==> config.mk <==
export PLATFORM = sky130hd
export DESIGN_NAME = spr_slot_sched
export DESIGN_NICKNAME = d
export VERILOG_FILES = /design/src/rtl/spr_sched_pkg.sv /design/src/rtl/spr_slot_decode.sv /design/src/rtl/spr_scroll_latch.sv /design/src/rtl/spr_slot_sched.sv
export SDC_FILE = /design/constraint.sdc
export NUM_CORES = 1
export LEC_CHECK = 0
export CORE_MARGIN = 2
export CORE_UTILIZATION = 44
export DETAILED_ROUTE_END_ITERATION = 8
export GPL_ROUTABILITY_DRIVEN = 0
export GPL_TIMING_DRIVEN = 0
export PLACE_DENSITY = 0.82
export SYNTH_ARGS = -nofsm -noshare
export SYNTH_HDL_FRONTEND = slang
export SYNTH_HIERARCHICAL = 1
export SYNTH_SLANG_ARGS = --single-unit
==> constraint.sdc <==
create_clock -name clk -period 3.96 [get_ports clk]
set_input_delay 0.792 -clock clk [delete_from_list [all_inputs] [get_ports clk]]
set_output_delay 0.792 -clock clk [all_outputs]
set_load 0.03 [all_outputs]
==> src/rtl/spr_sched_pkg.sv <==
// Shared constants and types for the legacy-mode slot scheduler.
// Assumes an 8-bit slot counter; the slot landmarks are fixed by the line timing.
package spr_sched_pkg;

    localparam int SLOT_W    = 8;
    localparam int COLS      = 32;
    localparam int COL_SLOTS = 4;
    localparam int CIDX_W    = $clog2(COLS);
    localparam int CSH       = $clog2(COL_SLOTS);
    localparam int GROUPS    = 4;
    localparam int GRP_LEN   = 6;

    localparam logic [SLOT_W-1:0] COL_BASE   = 8'd5;
    localparam logic [SLOT_W-1:0] COL_LAST   = 8'(5 + COLS*COL_SLOTS - 1);
    localparam logic [SLOT_W-1:0] SCAN_FIRST = 8'd253;
    localparam logic [SLOT_W-1:0] SCAN_LAST  = 8'd4;
    localparam logic [SLOT_W-1:0] LATCH_SLOT = 8'd252;
    localparam logic [SLOT_W-1:0] CLR_SLOT   = 8'd136;

    localparam logic [SLOT_W-1:0] GRP_START [GROUPS] = '{8'd137, 8'd143, 8'd239, 8'd245};

    typedef enum logic [2:0] {
        OP_IDLE   = 3'd0,
        OP_CPU    = 3'd1,
        OP_SCAN   = 3'd2,
        OP_SXREAD = 3'd3,
        OP_SFETCH = 3'd4,
        OP_SREND  = 3'd5,
        OP_BGCOL  = 3'd6
    } op_e;

    // Operation for a position inside a six-slot sprite group.
    function automatic op_e grp_op(input logic [2:0] pos);
        case (pos)
            3'd0, 3'd1: grp_op = OP_SXREAD;
            3'd2, 3'd4: grp_op = OP_SFETCH;
            default:    grp_op = OP_SREND;
        endcase
    endfunction

endpackage

==> src/rtl/spr_slot_decode.sv <==
// Combinational slot map: turns one slot number into an operation, a column
// index and a group position. Assumes the fixed 32-cell legacy line layout.
module spr_slot_decode
    import spr_sched_pkg::*;
(
    input  logic [SLOT_W-1:0] hslot,
    output op_e               op,
    output logic [CIDX_W-1:0] col,
    output logic [2:0]        phase
);

    logic [SLOT_W-1:0] col_off;
    logic              in_cols;
    logic              in_scan;
    logic              in_cpu;
    logic [GROUPS-1:0] grp_hit;
    logic [2:0]        grp_pos [GROUPS];

    assign col_off = hslot - COL_BASE;
    assign in_cols = (hslot >= COL_BASE) && (hslot <= COL_LAST);
    assign in_scan = (hslot >= SCAN_FIRST) || (hslot <= SCAN_LAST);
    assign in_cpu  = (hslot >= 8'd133 && hslot <= 8'd136) ||
                     (hslot >= 8'd234 && hslot <= 8'd238) ||
                     (hslot == 8'd251) || (hslot == LATCH_SLOT);

    // One window comparator per sprite group.
    for (genvar g = 0; g < GROUPS; g++) begin : g_grp
        logic [SLOT_W-1:0] rel;
        assign rel        = hslot - GRP_START[g];
        assign grp_hit[g] = (rel < 8'(GRP_LEN));
        assign grp_pos[g] = rel[2:0];
    end

    // Priority-free select: the windows never overlap.
    always_comb begin
        op    = OP_IDLE;
        col   = '0;
        phase = '0;
        if (in_cols) begin
            op    = OP_BGCOL;
            col   = col_off[CSH +: CIDX_W];
            phase = 3'(col_off[CSH-1:0]);
        end else if (in_scan) begin
            op = OP_SCAN;
        end else if (in_cpu) begin
            op = OP_CPU;
        end else begin
            for (int g = 0; g < GROUPS; g++) begin
                if (grp_hit[g]) begin
                    op    = grp_op(grp_pos[g]);
                    phase = grp_pos[g];
                end
            end
        end
    end

endmodule

==> src/rtl/spr_scroll_latch.sv <==
// Per-line horizontal scroll latch with top-row lock. Assumes latch_en
// pulses once per line; the value holds between pulses.
module spr_scroll_latch #(
    parameter int VC_W      = 9,
    parameter int XS_W      = 8,
    parameter int LOCK_ROWS = 16
) (
    input  logic            clk,
    input  logic            rst_n,
    input  logic            latch_en,
    input  logic [VC_W-1:0] vcounter,
    input  logic            scroll_lock,
    input  logic [XS_W-1:0] xscroll,
    output logic [XS_W-1:0] hscroll
);

    localparam logic [VC_W-1:0] LOCK_LIM = VC_W'(LOCK_ROWS);

    logic locked;
    assign locked = scroll_lock && (vcounter < LOCK_LIM);

    // Capture the scroll value, forced to zero in the locked region.
    always_ff @(posedge clk) begin
        if (!rst_n)        hscroll <= '0;
        else if (latch_en) hscroll <= locked ? '0 : xscroll;
    end

endmodule

==> src/rtl/spr_slot_sched.sv <==
// Top of the legacy-mode slot scheduler: registers the decoded operation
// and the two buffer strobes, and owns the scroll latch. Assumes hslot
// advances one slot per clock; all outputs lag hslot by one clock.
module spr_slot_sched
    import spr_sched_pkg::*;
#(
    parameter int VC_W      = 9,
    parameter int XS_W      = 8,
    parameter int LOCK_ROWS = 16
) (
    input  logic              clk,
    input  logic              rst_n,
    input  logic [SLOT_W-1:0] hslot,
    input  logic [VC_W-1:0]   vcounter,
    input  logic              scroll_lock,
    input  logic [XS_W-1:0]   xscroll,
    output logic [2:0]        op,
    output logic [CIDX_W-1:0] col,
    output logic [2:0]        phase,
    output logic [XS_W-1:0]   hscroll,
    output logic              lbuf_clr,
    output logic              tbuf_init
);

    op_e               dec_op;
    logic [CIDX_W-1:0] dec_col;
    logic [2:0]        dec_phase;

    spr_slot_decode u_dec (
        .hslot (hslot),
        .op    (dec_op),
        .col   (dec_col),
        .phase (dec_phase)
    );

    spr_scroll_latch #(
        .VC_W      (VC_W),
        .XS_W      (XS_W),
        .LOCK_ROWS (LOCK_ROWS)
    ) u_scroll (
        .clk         (clk),
        .rst_n       (rst_n),
        .latch_en    (hslot == LATCH_SLOT),
        .vcounter    (vcounter),
        .scroll_lock (scroll_lock),
        .xscroll     (xscroll),
        .hscroll     (hscroll)
    );

    // Register the decoded slot and the buffer strobes.
    always_ff @(posedge clk) begin
        if (!rst_n) begin
            op        <= OP_IDLE;
            col       <= '0;
            phase     <= '0;
            lbuf_clr  <= 1'b0;
            tbuf_init <= 1'b0;
        end else begin
            op        <= dec_op;
            col       <= dec_col;
            phase     <= dec_phase;
            lbuf_clr  <= (hslot == CLR_SLOT);
            tbuf_init <= (hslot == SCAN_LAST);
        end
    end

endmodule

==> impl_table.tex <==
\begin{tabular}{lr}
\hline
Metric & Value \\
\hline
\multicolumn{2}{l}{\textbf{Status}} \\
Run status & completed \\
\multicolumn{2}{l}{\textbf{Yosys}} \\
Gate count of the mapped netlist & 214 \\
Largest cells by area after synthesis & sky130\_fd\_sc\_hd\_\_dfxtp\_1 24\%, sky130\_fd\_sc\_hd\_\_ha\_1 5.0\%, sky130\_fd\_sc\_hd\_\_and2\_1 4.3\%, sky130\_fd\_sc\_hd\_\_nand3\_1 3.7\%, sky130\_fd\_sc\_hd\_\_o21ai\_0 3.4\% \\
Proportion of netlist area held by the largest area contributor & 0.238 \\
Count of distinct cell types in the synthesized netlist & 64 \\
Fraction of the yosys area taken by sequential cells & 0.238 \\
Synth area leader & sky130\_fd\_sc\_hd\_\_dfxtp\_1 \\
Post-synth top flop & sky130\_fd\_sc\_hd\_\_dfxtp\_1 \\
Number of flops mapped to enable cells by yosys & 0 \\
Total of warnings raised by yosys & 6 \\
Share of flip-flops with an asynchronous set or reset & 0 \\
Synthesized flop and latch total & 21 \\
Syn nets & 249 \\
Summed instance area of the synthesized netlist & 0.00177 mm2 \\
Syn\_area\_per\_cell & 8.25 um2 \\
\multicolumn{2}{l}{\textbf{Hold path}} \\
HP Class & register to register \\
Hold Crit Depth & 2 \\
\multicolumn{2}{l}{\textbf{STA}} \\
Pins over their slew limit & 0 \\
Max Clock Skew & 0 ps \\
Unrepaired setup endpoints after global routing & false \\
Remaining max-slew budget at the tightest pin & 0.585 \\
Setup violators final & 0 \\
Final period utilization & 0.909 \\
Worst hold-check slack & 494 ps \\
Total count of hold-check failures in the final report & 0 \\
Slew at the pin closest to its max-slew limit & 618 ps \\
Final critical path time including I/O delays and setup & 3600 ps \\
Sum Neg Setup Slack & 0 ps \\
Peak clock frequency supported by timing & 278 MHz \\
\multicolumn{2}{l}{\textbf{Cells and area}} \\
Fillers & 359 \\
Area taken by multi-input logic gates & 0.00122 mm2 \\
Diode insertion count for antenna repair & 0 \\
Fraction of final layout cells sized beyond drive strength 1 & 0.160 \\
Commonest non-fill, non-tap cell in the layout & sky130\_fd\_sc\_hd\_\_clkdlybuf4s50\_1 \\
Final \#Nets & 298 \\
Most used cells in the layout excluding fill and tap cells & 44 x sky130\_fd\_sc\_hd\_\_clkdlybuf4s50\_1, 21 x sky130\_fd\_sc\_hd\_\_dfxtp\_1, 16 x sky130\_fd\_sc\_hd\_\_nor2\_1, 15 x sky130\_fd\_sc\_hd\_\_nand2\_1, 13 x sky130\_fd\_sc\_hd\_\_nand3\_1 \\
Area delta synth->final & 31.1\% \\
Final Cell Area & 0.00231 mm2 \\
Register area & 420 um2 \\
\multicolumn{2}{l}{\textbf{Setup path}} \\
Critical path peak fanout & 10 \\
Required time of the critical path & 4120 ps \\
Sum of buffers and inverters on the critical path & 3 \\
Depth of the critical timing path with buffers and inverters included & 11 \\
Kind of critical path & input port to register \\
Chain of cells forming the critical path & clkdlybuf4s50\_1 -> buf\_2 -> inv\_1 -> ha\_1 -> or3b\_1 -> o2111a\_1 -> nand4\_2 -> nor4b\_2 -> nor4bb\_1 -> a211oi\_1 -> and2\_1 \\
Worst reg2reg endpoint & u\_scroll/hscroll[1] \\
Type of element capturing the critical path & register \\
Biggest cell delay along the critical path & 630 ps \\
Cell family with most CP delay & simple AND/OR/NAND/NOR gates \\
Logic depth of the worst register-to-register path & 2 \\
Internal reg-to-reg setup slack & 3350 ps \\
Worst setup path startpoint & hslot[1] \\
Timing endpoint of the critical path & op[0] \\
Element type at the critical path start & input port \\
Startpoint of the worst-slack reg-to-reg timing path & u\_scroll/hscroll[1] \\
Crit path DAT & 3760 ps \\
CP max-delay cell & sky130\_fd\_sc\_hd\_\_clkdlybuf4s50\_1 \\
\multicolumn{2}{l}{\textbf{Global routing}} \\
Number of antenna violations at the first check in global routing & 0 \\
Wire length of the first global-routing pass & 6800 um \\
Remaining global-route overflow & 0 \\
All-Layer GR Usage & 0.190 \\
Vias in the first global route & 1558 \\
Maximum number of pins on one net before global-route repair & 13 \\
\multicolumn{2}{l}{\textbf{Die}} \\
Number of I/O pins & 49 \\
Die Area & 0.00454 mm2 \\
Die X & 67.3 um \\
Starting density of the core & 0.448 \\
Overall die height & 67.3 um \\
Row count & 23 \\
CORE AREA & 0.00394 mm2 \\
\multicolumn{2}{l}{\textbf{Run}} \\
Number of violations of the max-capacitance limit & 0 \\
\multicolumn{2}{l}{\textbf{Routing}} \\
Count of antenna-violating nets left after detailed routing & 0 \\
\# DRC & 0 \\
DR vias/cell & 5.54 \\
Drt initial violations & 98 \\
Total Wirelength & 4270 um \\
DR WL/cell & 13.7 um \\
First-pass DRT Iterations & 4 \\
Total via count in the routed design & 1728 \\
\multicolumn{2}{l}{\textbf{Pwr}} \\
Leak pwr & 0.832 nW \\
Power Density & 227 mW/mm2 \\
Worst-case vdd ir drop & 0.117 mV \\
\multicolumn{2}{l}{\textbf{Placed design}} \\
Placed Instance Area & 0.00227 mm2 \\
Port Buffers & 44 \\
HPWL Detailed & 3270 um \\
\multicolumn{2}{l}{\textbf{Clock tree}} \\
Worst-Skew Late Latency & 260 ps \\
\# resized after CTS & 0 \\
Setup fix buffers added after clock tree synthesis & 0 \\
Number of buffers created by CTS & 3 \\
Total clock sinks & 21 \\
Root buffer cell & sky130\_fd\_sc\_hd\_\_clkbuf\_8 \\
Clk slew on worst S/H paths & 70 ps \\
Max H-tree Level & 1 \\
CTS tree & built \\
Number of hold-repair buffers added at the cts stage & 0 \\
Maximum clock path buffer count & 2 \\
\hline
\end{tabular}
[logic make-up (layout without fill, tap and decap cells)]
| kind of cell | count (synthesis) | after routing | synth area share |
|---|---|---|---|
| AND/OR/NAND/NOR | 107 | 107 | 0.391 |
| XOR/XNOR | 7 | 7 | 0.0390 |
| buffers and inverters | 22 | 70 | 0.0730 |
| flip-flops | 21 | 21 | 0.238 |
| adder cells (fa/ha/maj) | 7 | 7 | 0.0496 |
| multiplexers | 1 | 1 | 0.00638 |
| AO/OA/AOI/OAI | 49 | 49 | 0.203 |
[routing by layer]
metal / GRT usage / vias to the layer above / part of all wire
met1: 0.239 / 793 / 0.45
met3: 0.0133 / 6 / 0.054
met5: 0 / - / 0
met4: 0.0740 / 0 / 0.011
met2: 0.335 / 59 / 0.48
li1: - / 870 / -
[cell usage after synthesis, types with 2 or more instances]
cell	number
sky130_fd_sc_hd__dfxtp_1	21
sky130_fd_sc_hd__nor2_1	16
sky130_fd_sc_hd__nand2_1	15
sky130_fd_sc_hd__nand3_1	13
sky130_fd_sc_hd__and2_1	12
sky130_fd_sc_hd__o21ai_0	12
sky130_fd_sc_hd__a21oi_1	9
sky130_fd_sc_hd__nand3b_1	8
sky130_fd_sc_hd__ha_1	7
sky130_fd_sc_hd__nor3_1	6
sky130_fd_sc_hd__clkbuf_1	5
sky130_fd_sc_hd__inv_1	5
sky130_fd_sc_hd__nor2b_1	5
sky130_fd_sc_hd__a211oi_1	4
sky130_fd_sc_hd__buf_2	4
sky130_fd_sc_hd__buf_6	4
sky130_fd_sc_hd__a31oi_1	3
sky130_fd_sc_hd__buf_4	3
sky130_fd_sc_hd__nand2b_1	3
sky130_fd_sc_hd__nand4_1	3
sky130_fd_sc_hd__xnor2_1	3
sky130_fd_sc_hd__xor2_1	3
sky130_fd_sc_hd__a221oi_1	2
sky130_fd_sc_hd__nor4_1	2
sky130_fd_sc_hd__o211ai_1	2
sky130_fd_sc_hd__o21ai_1	2
sky130_fd_sc_hd__o31ai_2	2
sky130_fd_sc_hd__or2b_1	2
sky130_fd_sc_hd__or3_4	2
sky130_fd_sc_hd__or4b_4	2
[metrics by stage]
stage / setup slack (ps) / util / total power [mW] / std cells
after global routing: 180 / 0.587 / 0.548 / 312
after detailed placement: 165 / 0.575 / 0.390 / 308
after floorplan: 1190 / - / 0.329 / 214
final: 361 / 0.587 / 0.526 / 312
after CTS: 425 / 0.587 / 0.528 / 312
after global placement: 196 / 0.575 / 0.388 / 308
[flip-flops by register name (all words and copies together) (netlist names)]
name	flops
lbuf_clr	1
op	3
col	5
phase	3
tbuf_init	1
u_scroll/hscroll	8
[worst reg2reg max path: stages (launching register included)]
cell and delay [ps]:
sky130_fd_sc_hd__dfxtp_1 320, sky130_fd_sc_hd__nand3b_1 70, sky130_fd_sc_hd__o21ai_0 90
[worst min path at each step]
stage | endpoint | startpoint
after global routing | u_scroll/hscroll[4] | u_scroll/hscroll[4]
after detailed placement | u_scroll/hscroll[6] | u_scroll/hscroll[6]
final | u_scroll/hscroll[0] | u_scroll/hscroll[0]
after CTS | u_scroll/hscroll[6] | u_scroll/hscroll[6]
after floorplan | u_scroll/hscroll[2] | u_scroll/hscroll[2]
after global placement | u_scroll/hscroll[6] | u_scroll/hscroll[6]
[power by group]
group          internal, mW  switching (mW)  leakage (nW)
Clock                0.0701          0.0692        0.0255
Combinational        0.0756          0.0925         0.636
Sequential            0.218         0.00158         0.171
[final cells by class]
| cell class | instances | area share |
|---|---|---|
| buffer | 16 | 0.0459 |
| clock buffer | 3 | 0.0178 |
| clock inverter | 1 | 0.00216 |
| inverter | 6 | 0.00973 |
| multi-input combinational | 171 | 0.525 |
| sequential | 21 | 0.182 |
| tap | 50 | 0.0270 |
| timing repair buffer | 44 | 0.190 |
Note: power is estimated with default switching activity, not from simulation.
